**config.mk**
```make
export PLATFORM = sky130hd
export DESIGN_NAME = fb_addr_gen
export DESIGN_NICKNAME = d
export VERILOG_FILES = /design/src/rtl/fbag_pkg.sv /design/src/rtl/fbag_endcalc.sv /design/src/rtl/fbag_walker.sv /design/src/rtl/fbag_swap.sv /design/src/rtl/fb_addr_gen.sv
export SDC_FILE = /design/constraint.sdc
export NUM_CORES = 1
export LEC_CHECK = 0
export CAP_MARGIN = 10
export CORE_MARGIN = 10
export CORE_UTILIZATION = 45
export CTS_BUF_LIST = sky130_fd_sc_hd__clkbuf_16
export DETAILED_ROUTE_END_ITERATION = 10
export DONT_BUFFER_PORTS = 1
export PLACE_DENSITY = 0.58
export SYNTH_ARGS = -nofsm -noshare
export SYNTH_HDL_FRONTEND = slang
export SYNTH_HIERARCHICAL = 1
export SYNTH_SLANG_ARGS = --single-unit
```
**constraint.sdc**
```tcl
create_clock -name clk -period 11.2 [get_ports clk]
set_input_delay 3.36 -clock clk [delete_from_list [all_inputs] [get_ports clk]]
set_output_delay 3.36 -clock clk [all_outputs]
set_load 0.005 [all_outputs]
```
**src/rtl/fbag_pkg.sv**
```systemverilog
package fbag_pkg;
    localparam int unsigned BANK_W_DEF = 7;
    localparam int unsigned PTR_W_DEF  = 21;
    localparam int unsigned SPAN_W_DEF = 11;
    localparam int unsigned LINE_W_DEF = 10;
    localparam int unsigned DATA_W_DEF = 32;
    localparam int unsigned HWORD_W    = 16;
    localparam int unsigned BYTE_W     = 8;
endpackage

```
**src/rtl/fbag_endcalc.sv**
```systemverilog
module fbag_endcalc
    import fbag_pkg::*;
#(
    parameter int unsigned PTR_W  = PTR_W_DEF,
    parameter int unsigned SPAN_W = SPAN_W_DEF,
    parameter int unsigned LINE_W = LINE_W_DEF
) (
    input  logic [PTR_W-1:0]  base,
    input  logic [SPAN_W-1:0] width,
    input  logic [SPAN_W-1:0] gap,
    input  logic [LINE_W-1:0] lines_m1,
    output logic [PTR_W-1:0]  end_ptr
);
    localparam int unsigned STRIDE_W = SPAN_W + 1;
    localparam int unsigned COUNT_W  = LINE_W + 1;
    localparam int unsigned PROD_W   = STRIDE_W + COUNT_W;

    logic [STRIDE_W-1:0] stride;
    logic [COUNT_W-1:0]  count;
    logic [PROD_W-1:0]   span_total;

    always_comb begin
        stride     = STRIDE_W'(width) + STRIDE_W'(gap);
        count      = COUNT_W'(lines_m1) + COUNT_W'(1);
        span_total = PROD_W'(stride) * PROD_W'(count);
        end_ptr    = base + PTR_W'(span_total);
    end
endmodule

```
**src/rtl/fbag_walker.sv**
```systemverilog
module fbag_walker
    import fbag_pkg::*;
#(
    parameter int unsigned BANK_W = BANK_W_DEF,
    parameter int unsigned PTR_W  = PTR_W_DEF,
    parameter int unsigned SPAN_W = SPAN_W_DEF,
    parameter int unsigned LINE_W = LINE_W_DEF
) (
    input  logic              clk,
    input  logic              rst_n,
    input  logic              frame_start,
    input  logic              fetch_adv,
    input  logic [BANK_W-1:0] cfg_bank,
    input  logic [PTR_W-1:0]  cfg_base,
    input  logic [SPAN_W-1:0] cfg_width,
    input  logic [SPAN_W-1:0] cfg_gap,
    input  logic [LINE_W-1:0] cfg_lines_m1,
    input  logic [PTR_W-1:0]  end_ptr,
    output logic [BANK_W-1:0] bank_o,
    output logic [PTR_W-1:0]  ptr_o,
    output logic [PTR_W-1:0]  base_o,
    output logic [SPAN_W-1:0] width_o,
    output logic [SPAN_W-1:0] gap_o,
    output logic [LINE_W-1:0] lines_o,
    output logic              done_o
);
    typedef struct packed {
        logic [BANK_W-1:0] bank;
        logic [PTR_W-1:0]  base;
        logic [SPAN_W-1:0] width;
        logic [SPAN_W-1:0] gap;
        logic [LINE_W-1:0] lines;
        logic [PTR_W-1:0]  ptr;
        logic [SPAN_W-1:0] col;
        logic [LINE_W-1:0] row;
        logic              active;
        logic              done;
    } walk_t;

    walk_t st_d, st_q;
    logic  line_end, step_ok;

    always_comb begin
        st_d     = st_q;
        line_end = (st_q.col == st_q.width - SPAN_W'(1));
        step_ok  = fetch_adv && st_q.active && !st_q.done;
        if (frame_start) begin
            st_d.bank   = cfg_bank;
            st_d.base   = cfg_base;
            st_d.width  = cfg_width;
            st_d.gap    = cfg_gap;
            st_d.lines  = cfg_lines_m1;
            st_d.ptr    = cfg_base;
            st_d.col    = '0;
            st_d.row    = '0;
            st_d.active = 1'b1;
            st_d.done   = 1'b0;
        end else if (step_ok) begin
            if (line_end) begin
                st_d.col = '0;
                st_d.ptr = st_q.ptr + PTR_W'(st_q.gap) + PTR_W'(1);
                if (st_q.row == st_q.lines) begin
                    st_d.done = 1'b1;
                end else begin
                    st_d.row = st_q.row + LINE_W'(1);
                end
            end else begin
                st_d.col = st_q.col + SPAN_W'(1);
                st_d.ptr = st_q.ptr + PTR_W'(1);
            end
        end
    end

    always_ff @(posedge clk or negedge rst_n) begin
        if (!rst_n) begin
            st_q <= '0;
        end else begin
            st_q <= st_d;
        end
    end

    assign bank_o  = st_q.bank;
    assign ptr_o   = st_q.ptr;
    assign base_o  = st_q.base;
    assign width_o = st_q.width;
    assign gap_o   = st_q.gap;
    assign lines_o = st_q.lines;
    assign done_o  = st_q.done;

    AST_SOF_RELOAD: assert property (@(posedge clk) disable iff (!rst_n)
        frame_start |=> (st_q.ptr == $past(cfg_base) && !st_q.done));

    AST_STEP_IN_LINE: assert property (@(posedge clk) disable iff (!rst_n)
        (fetch_adv && !frame_start && st_q.active && !st_q.done &&
         st_q.col != st_q.width - SPAN_W'(1))
        |=> st_q.ptr == $past(st_q.ptr) + PTR_W'(1));

    AST_DONE_AT_END: assert property (@(posedge clk) disable iff (!rst_n)
        st_q.done |-> st_q.ptr == end_ptr);

    AST_HOLD_WHEN_DONE: assert property (@(posedge clk) disable iff (!rst_n)
        (st_q.done && !frame_start) |=> $stable(st_q.ptr));

    AST_BANK_FIXED: assert property (@(posedge clk) disable iff (!rst_n)
        !frame_start |=> $stable(st_q.bank));
endmodule

```
**src/rtl/fbag_swap.sv**
```systemverilog
module fbag_swap
    import fbag_pkg::*;
#(
    parameter int unsigned DATA_W = DATA_W_DEF
) (
    input  logic              swap_half,
    input  logic              swap_byte,
    input  logic [DATA_W-1:0] din,
    output logic [DATA_W-1:0] dout
);
    localparam int unsigned NHW = DATA_W / HWORD_W;

    logic [DATA_W-1:0] half_stage;

    for (genvar i = 0; i < NHW; i++) begin : g_hw
        assign half_stage[i*HWORD_W +: HWORD_W] = swap_half
            ? din[(NHW-1-i)*HWORD_W +: HWORD_W]
            : din[i*HWORD_W +: HWORD_W];
        assign dout[i*HWORD_W +: HWORD_W] = swap_byte
            ? {half_stage[i*HWORD_W +: BYTE_W], half_stage[i*HWORD_W+BYTE_W +: BYTE_W]}
            : half_stage[i*HWORD_W +: HWORD_W];
    end
endmodule

```
**src/rtl/fb_addr_gen.sv**
```systemverilog
module fb_addr_gen
    import fbag_pkg::*;
#(
    parameter int unsigned BANK_W = BANK_W_DEF,
    parameter int unsigned PTR_W  = PTR_W_DEF,
    parameter int unsigned SPAN_W = SPAN_W_DEF,
    parameter int unsigned LINE_W = LINE_W_DEF,
    parameter int unsigned DATA_W = DATA_W_DEF
) (
    input  logic                     clk,
    input  logic                     rst_n,
    input  logic [BANK_W-1:0]        cfg_bank,
    input  logic [PTR_W-1:0]         cfg_base,
    input  logic [SPAN_W-1:0]        cfg_width,
    input  logic [SPAN_W-1:0]        cfg_gap,
    input  logic [LINE_W-1:0]        cfg_lines_m1,
    input  logic                     frame_start,
    input  logic                     fetch_adv,
    input  logic                     swap_half,
    input  logic                     swap_byte,
    input  logic [DATA_W-1:0]        fetch_data_in,
    output logic [DATA_W-1:0]        fetch_data_out,
    output logic [BANK_W+PTR_W-1:0]  fetch_addr,
    output logic [PTR_W-1:0]         end_addr,
    output logic                     frame_done
);
    logic [BANK_W-1:0] bank_q;
    logic [PTR_W-1:0]  ptr_q, base_q;
    logic [SPAN_W-1:0] width_q, gap_q;
    logic [LINE_W-1:0] lines_q;

    fbag_walker #(
        .BANK_W(BANK_W), .PTR_W(PTR_W), .SPAN_W(SPAN_W), .LINE_W(LINE_W)
    ) u_walk (
        .clk          (clk),
        .rst_n        (rst_n),
        .frame_start  (frame_start),
        .fetch_adv    (fetch_adv),
        .cfg_bank     (cfg_bank),
        .cfg_base     (cfg_base),
        .cfg_width    (cfg_width),
        .cfg_gap      (cfg_gap),
        .cfg_lines_m1 (cfg_lines_m1),
        .end_ptr      (end_addr),
        .bank_o       (bank_q),
        .ptr_o        (ptr_q),
        .base_o       (base_q),
        .width_o      (width_q),
        .gap_o        (gap_q),
        .lines_o      (lines_q),
        .done_o       (frame_done)
    );

    fbag_endcalc #(
        .PTR_W(PTR_W), .SPAN_W(SPAN_W), .LINE_W(LINE_W)
    ) u_end (
        .base     (base_q),
        .width    (width_q),
        .gap      (gap_q),
        .lines_m1 (lines_q),
        .end_ptr  (end_addr)
    );

    fbag_swap #(.DATA_W(DATA_W)) u_swap (
        .swap_half (swap_half),
        .swap_byte (swap_byte),
        .din       (fetch_data_in),
        .dout      (fetch_data_out)
    );

    assign fetch_addr = {bank_q, ptr_q};
endmodule

```
==> Implementation_results.wiki <==
{| class="wikitable"
! Metric !! Value
|-
| Post-synth net total || 1622
|-
| Area share of the largest cell type after synthesis || 0.208
|-
| Final Max Tran Viols || 0
|-
| Core Region || 27200 sq um
|-
| Post-synthesis instance area || 12500 sq um
|-
| Crit path capture type || primary output
|-
| Via count || 8739
|-
| Number of enable flip-flop cells after synthesis || 0
|-
| Layout-stage area growth over the synthesis result || 0.360%
|-
| Root Buffer || sky130_fd_sc_hd__clkbuf_16
|-
| Antenna violation net count after detailed routing || 0
|-
| Most common flop cell mapped by yosys || sky130_fd_sc_hd__dfrtp_1
|-
| Worst hold path endpoint || u_walk/st_q[1]
|-
| Crit-path max cell delay || 0.54 ns
|-
| Crit start category || flop
|-
| Nets@finish || 1526
|-
| Inserted Clock Buffers || 9
|-
| Worst hold path type || reg2reg
|-
| Total number of yosys warnings || 6
|-
| Library cell with the largest summed area after synthesis || sky130_fd_sc_hd__dfrtp_1
|-
| Min-Delay Path Depth || 1
|-
| Slack of the worst reg-to-reg path || 7.81 ns
|-
| # port buffers || 0
|-
| Initial antenna violation count || 2
|-
| GRT Util Overall || 0.168
|-
| Global-route wire length before repair || 48800 microns
|-
| TNS Setup || 0 ns
|-
| Starting Density || 0.460
|-
| Post-CTS clock slew at the launch and capture registers of the worst setup and hold paths || 0.08 ns
|-
| Area share of and/or/nand/nor cells after synthesis || 0.151
|-
| Worst-path maximum fanout || 8
|-
| # H-tree levels || 3
|-
| Die width || 187 microns
|-
| Number of maximum-capacitance violations || 0
|-
| HPWL after DPL || 24000 microns
|-
| Routed met1 length || 13100 microns
|-
| Depth of the worst register-to-register path || 11
|-
| Outcome || finished, final reports clean
|-
| DRC Markers || 0
|-
| Average wire per standard cell || 18.2 microns
|-
| Crit path required time || 7.84 ns
|-
| Via density || 5.39
|-
| Multiplexer share of the synthesized area || 0.105
|-
| Number of placement rows || 60
|-
| Count of unique library cells instantiated by Yosys || 80
|-
| Total routed wirelength || 29400 microns
|-
| Crit-path slowest cell || sky130_fd_sc_hd__fa_1
|-
| Register area share after synthesis || 0.208
|-
| Relative slew slack || 0.452
|-
| First-pass iteration count of the detailed router || 5
|-
| Combinational family with the most area after synthesis || adder cells
|-
| Yosys reg bits || 104
|-
| Number of buffers on the longest clock path || 2
|-
| Share of cells above drive strength 1 || 0.108
|-
| Clock sinks || 104
|-
| Post-Route Skew || 0.0130 ns
|-
| Pin count of the biggest net entering global routing || 116
|-
| Clk_lat worst skew || 0.36 ns
|-
| Data arrival time at the worst-slack endpoint || 7.39 ns
|-
| Synthesized area divided by synthesized cell count || 9.34 sq um
|-
| Endpoint of the lowest-slack register-to-register path || u_walk/ptr_o[16]
|-
| Launch point of the worst hold path || u_walk/st_q[1]
|-
| Fraction of synthesized cell area in xor and xnor cells || 0.0544
|-
| Final critical path time including I/O delays and setup || 10.75 ns
|-
| Commonest non-fill, non-tap cells in the layout || sky130_fd_sc_hd__inv_1 (196), sky130_fd_sc_hd__fa_1 (110), sky130_fd_sc_hd__nand2_1 (104)
|-
| Clock tree from TritonCTS || yes
|-
| Leading cell type in the layout, fill and taps excluded || sky130_fd_sc_hd__inv_1
|-
| Synthesized-area fraction occupied by adder cells || 0.252
|-
| Total Die Area || 34800 sq um
|-
| Main area contributors after synthesis || sky130_fd_sc_hd__dfrtp_1 (21%), sky130_fd_sc_hd__fa_1 (18%), sky130_fd_sc_hd__ha_1 (7.6%)
|-
| Floorplan die height || 187 microns
|-
| Number of DRC violations after detailed-routing iteration 0 || 508
|-
| Count of fill cells added during filler insertion || 2679
|-
| Fraction of registers with async set or reset after synthesis || 1.00
|-
| Final hold violations || 0
|-
| Worst-Margin Slew || 0.816 ns
|-
| Synth Instances || 1338
|-
| Final weighted congestion in routability-driven placement || 0.863
|-
| Type of the worst setup path || reg2out
|-
| Total overflow reported by the global router || 0
|-
| Most frequent CP cell || sky130_fd_sc_hd__fa_1
|-
| WL met2 || 13600 microns
|-
| RSZ-0062 raised after global routing || false
|-
| Peak Freq || 0.0931 GHz
|-
| Area fraction in compound gates after synthesis || 0.102
|-
| Via count of the first global-routing pass || 8962
|-
| Final-report setup violation count || 0
|-
| Setup repair bufs after CTS || 0
|-
| Beginning of the worst register-to-register path || u_walk/width_o[1]
|-
| Uppermost signal routing layer after detailed routing || met4
|-
| I/O pin cnt || 180
|-
| Met3 wire len || 2210 microns
|-
| Ratio of final minimum period to clock period || 0.959
|}
worst max-delay path by stage:
stage,start,to,slack [ns],cells after the start
final,u_walk/width_o[0],end_addr[20],0.45,26
after global routing,u_walk/width_o[0],end_addr[20],0.04,26
after CTS,u_walk/width_o[1],end_addr[20],0.32,24
after detailed placement,u_walk/width_o[1],end_addr[20],0.71,24
after global placement,u_walk/width_o[0],end_addr[20],0.83,26
after floorplan,u_walk/width_o[0],end_addr[20],1.05,27
critical path: cells and delay by family, from the launching register on:
| family | cells | cell delay (ns) |
|---|---|---|
| buffers and inverters | 5 | 0.30 |
| xor gates and xnor gates | 1 | 0.42 |
| and+or+nand+nor | 8 | 1.34 |
| adders and majority gates | 8 | 3.43 |
| AOI/OAI and AO/OA | 4 | 1.09 |
| DFF | 1 | 0.43 |
timing repair:
action / CTS / global route
endpoints found under the setup margin: 0 / 1
resized for setup: 0 / 4
hold buffers: 0 / 0
sequential cells by signal, indices dropped and copies added (netlist names):
register / flops
u_walk/st_q: 22
u_walk/lines_o: 10
u_walk/done_o: 1
u_walk/gap_o: 11
u_walk/base_o: 21
u_walk/bank_o: 7
u_walk/ptr_o: 21
u_walk/width_o: 11
synth_stat cells (all sizes together) (8+ instances only):
cell,count
fa,110
and3,19
buf,96
xor2,28
ha,76
clkbuf,27
nand4,8
a31oi,15
nand3,26
nor4,8
a21o,14
and2,9
or3,14
or2,9
mux4,32
inv,196
mux2i,10
nand2,105
dfrtp,104
a21oi,40
nor2,94
xnor2,47
nand2b,26
mux2,43
o21ai,63
o21a,10
nor3,19
nor2b,19
metrics by stage:
stage	util	hold slack (ns)	instances	setup WS, ns	area, sq um
2_1_floorplan	-	0.437	1338	1.05	12500
3_3_place_gp	0.450	0.450	1603	0.829	12200
3_5_place_dp	0.450	0.452	1603	0.714	12200
4_1_cts	0.461	0.474	1619	0.315	12500
5_1_grt	0.462	0.501	1620	0.0367	12500
6_report	0.462	0.469	1621	0.454	12500
cell type report:
class	instances	area [sq um]	share of cell area
flip-flops and latches	104	2600	0.208
inverters	196	736	0.0586
clock buffers	9	225	0.0180
repair buffers	16	120	0.00958
well taps	372	465	0.0371
diodes	2	5.00	0.000399
multi-input cells	915	8330	0.664
clock inverters	7	62.6	0.00499
cell families after synthesis:
kind of cell             Yosys count
AO/OA/AOI/OAI                    195
XOR/XNOR                          76
adder cells (fa/ha/maj)          186
buffers and inverters            319
flip-flops                       104
multiplexers                      85
AND/OR/NAND/NOR                  373
metal layers:
metal | up-vias | global-route usage
met1 | 4292 | 0.218
li1 | 4188 | -
met5 | - | 0
met2 | 227 | 0.269
met4 | 0 | 0.0437
met3 | 32 | 0.0493
Power is not shown: default switching activity piles up to over one toggle a cycle in this logic, so the estimate is an artifact.
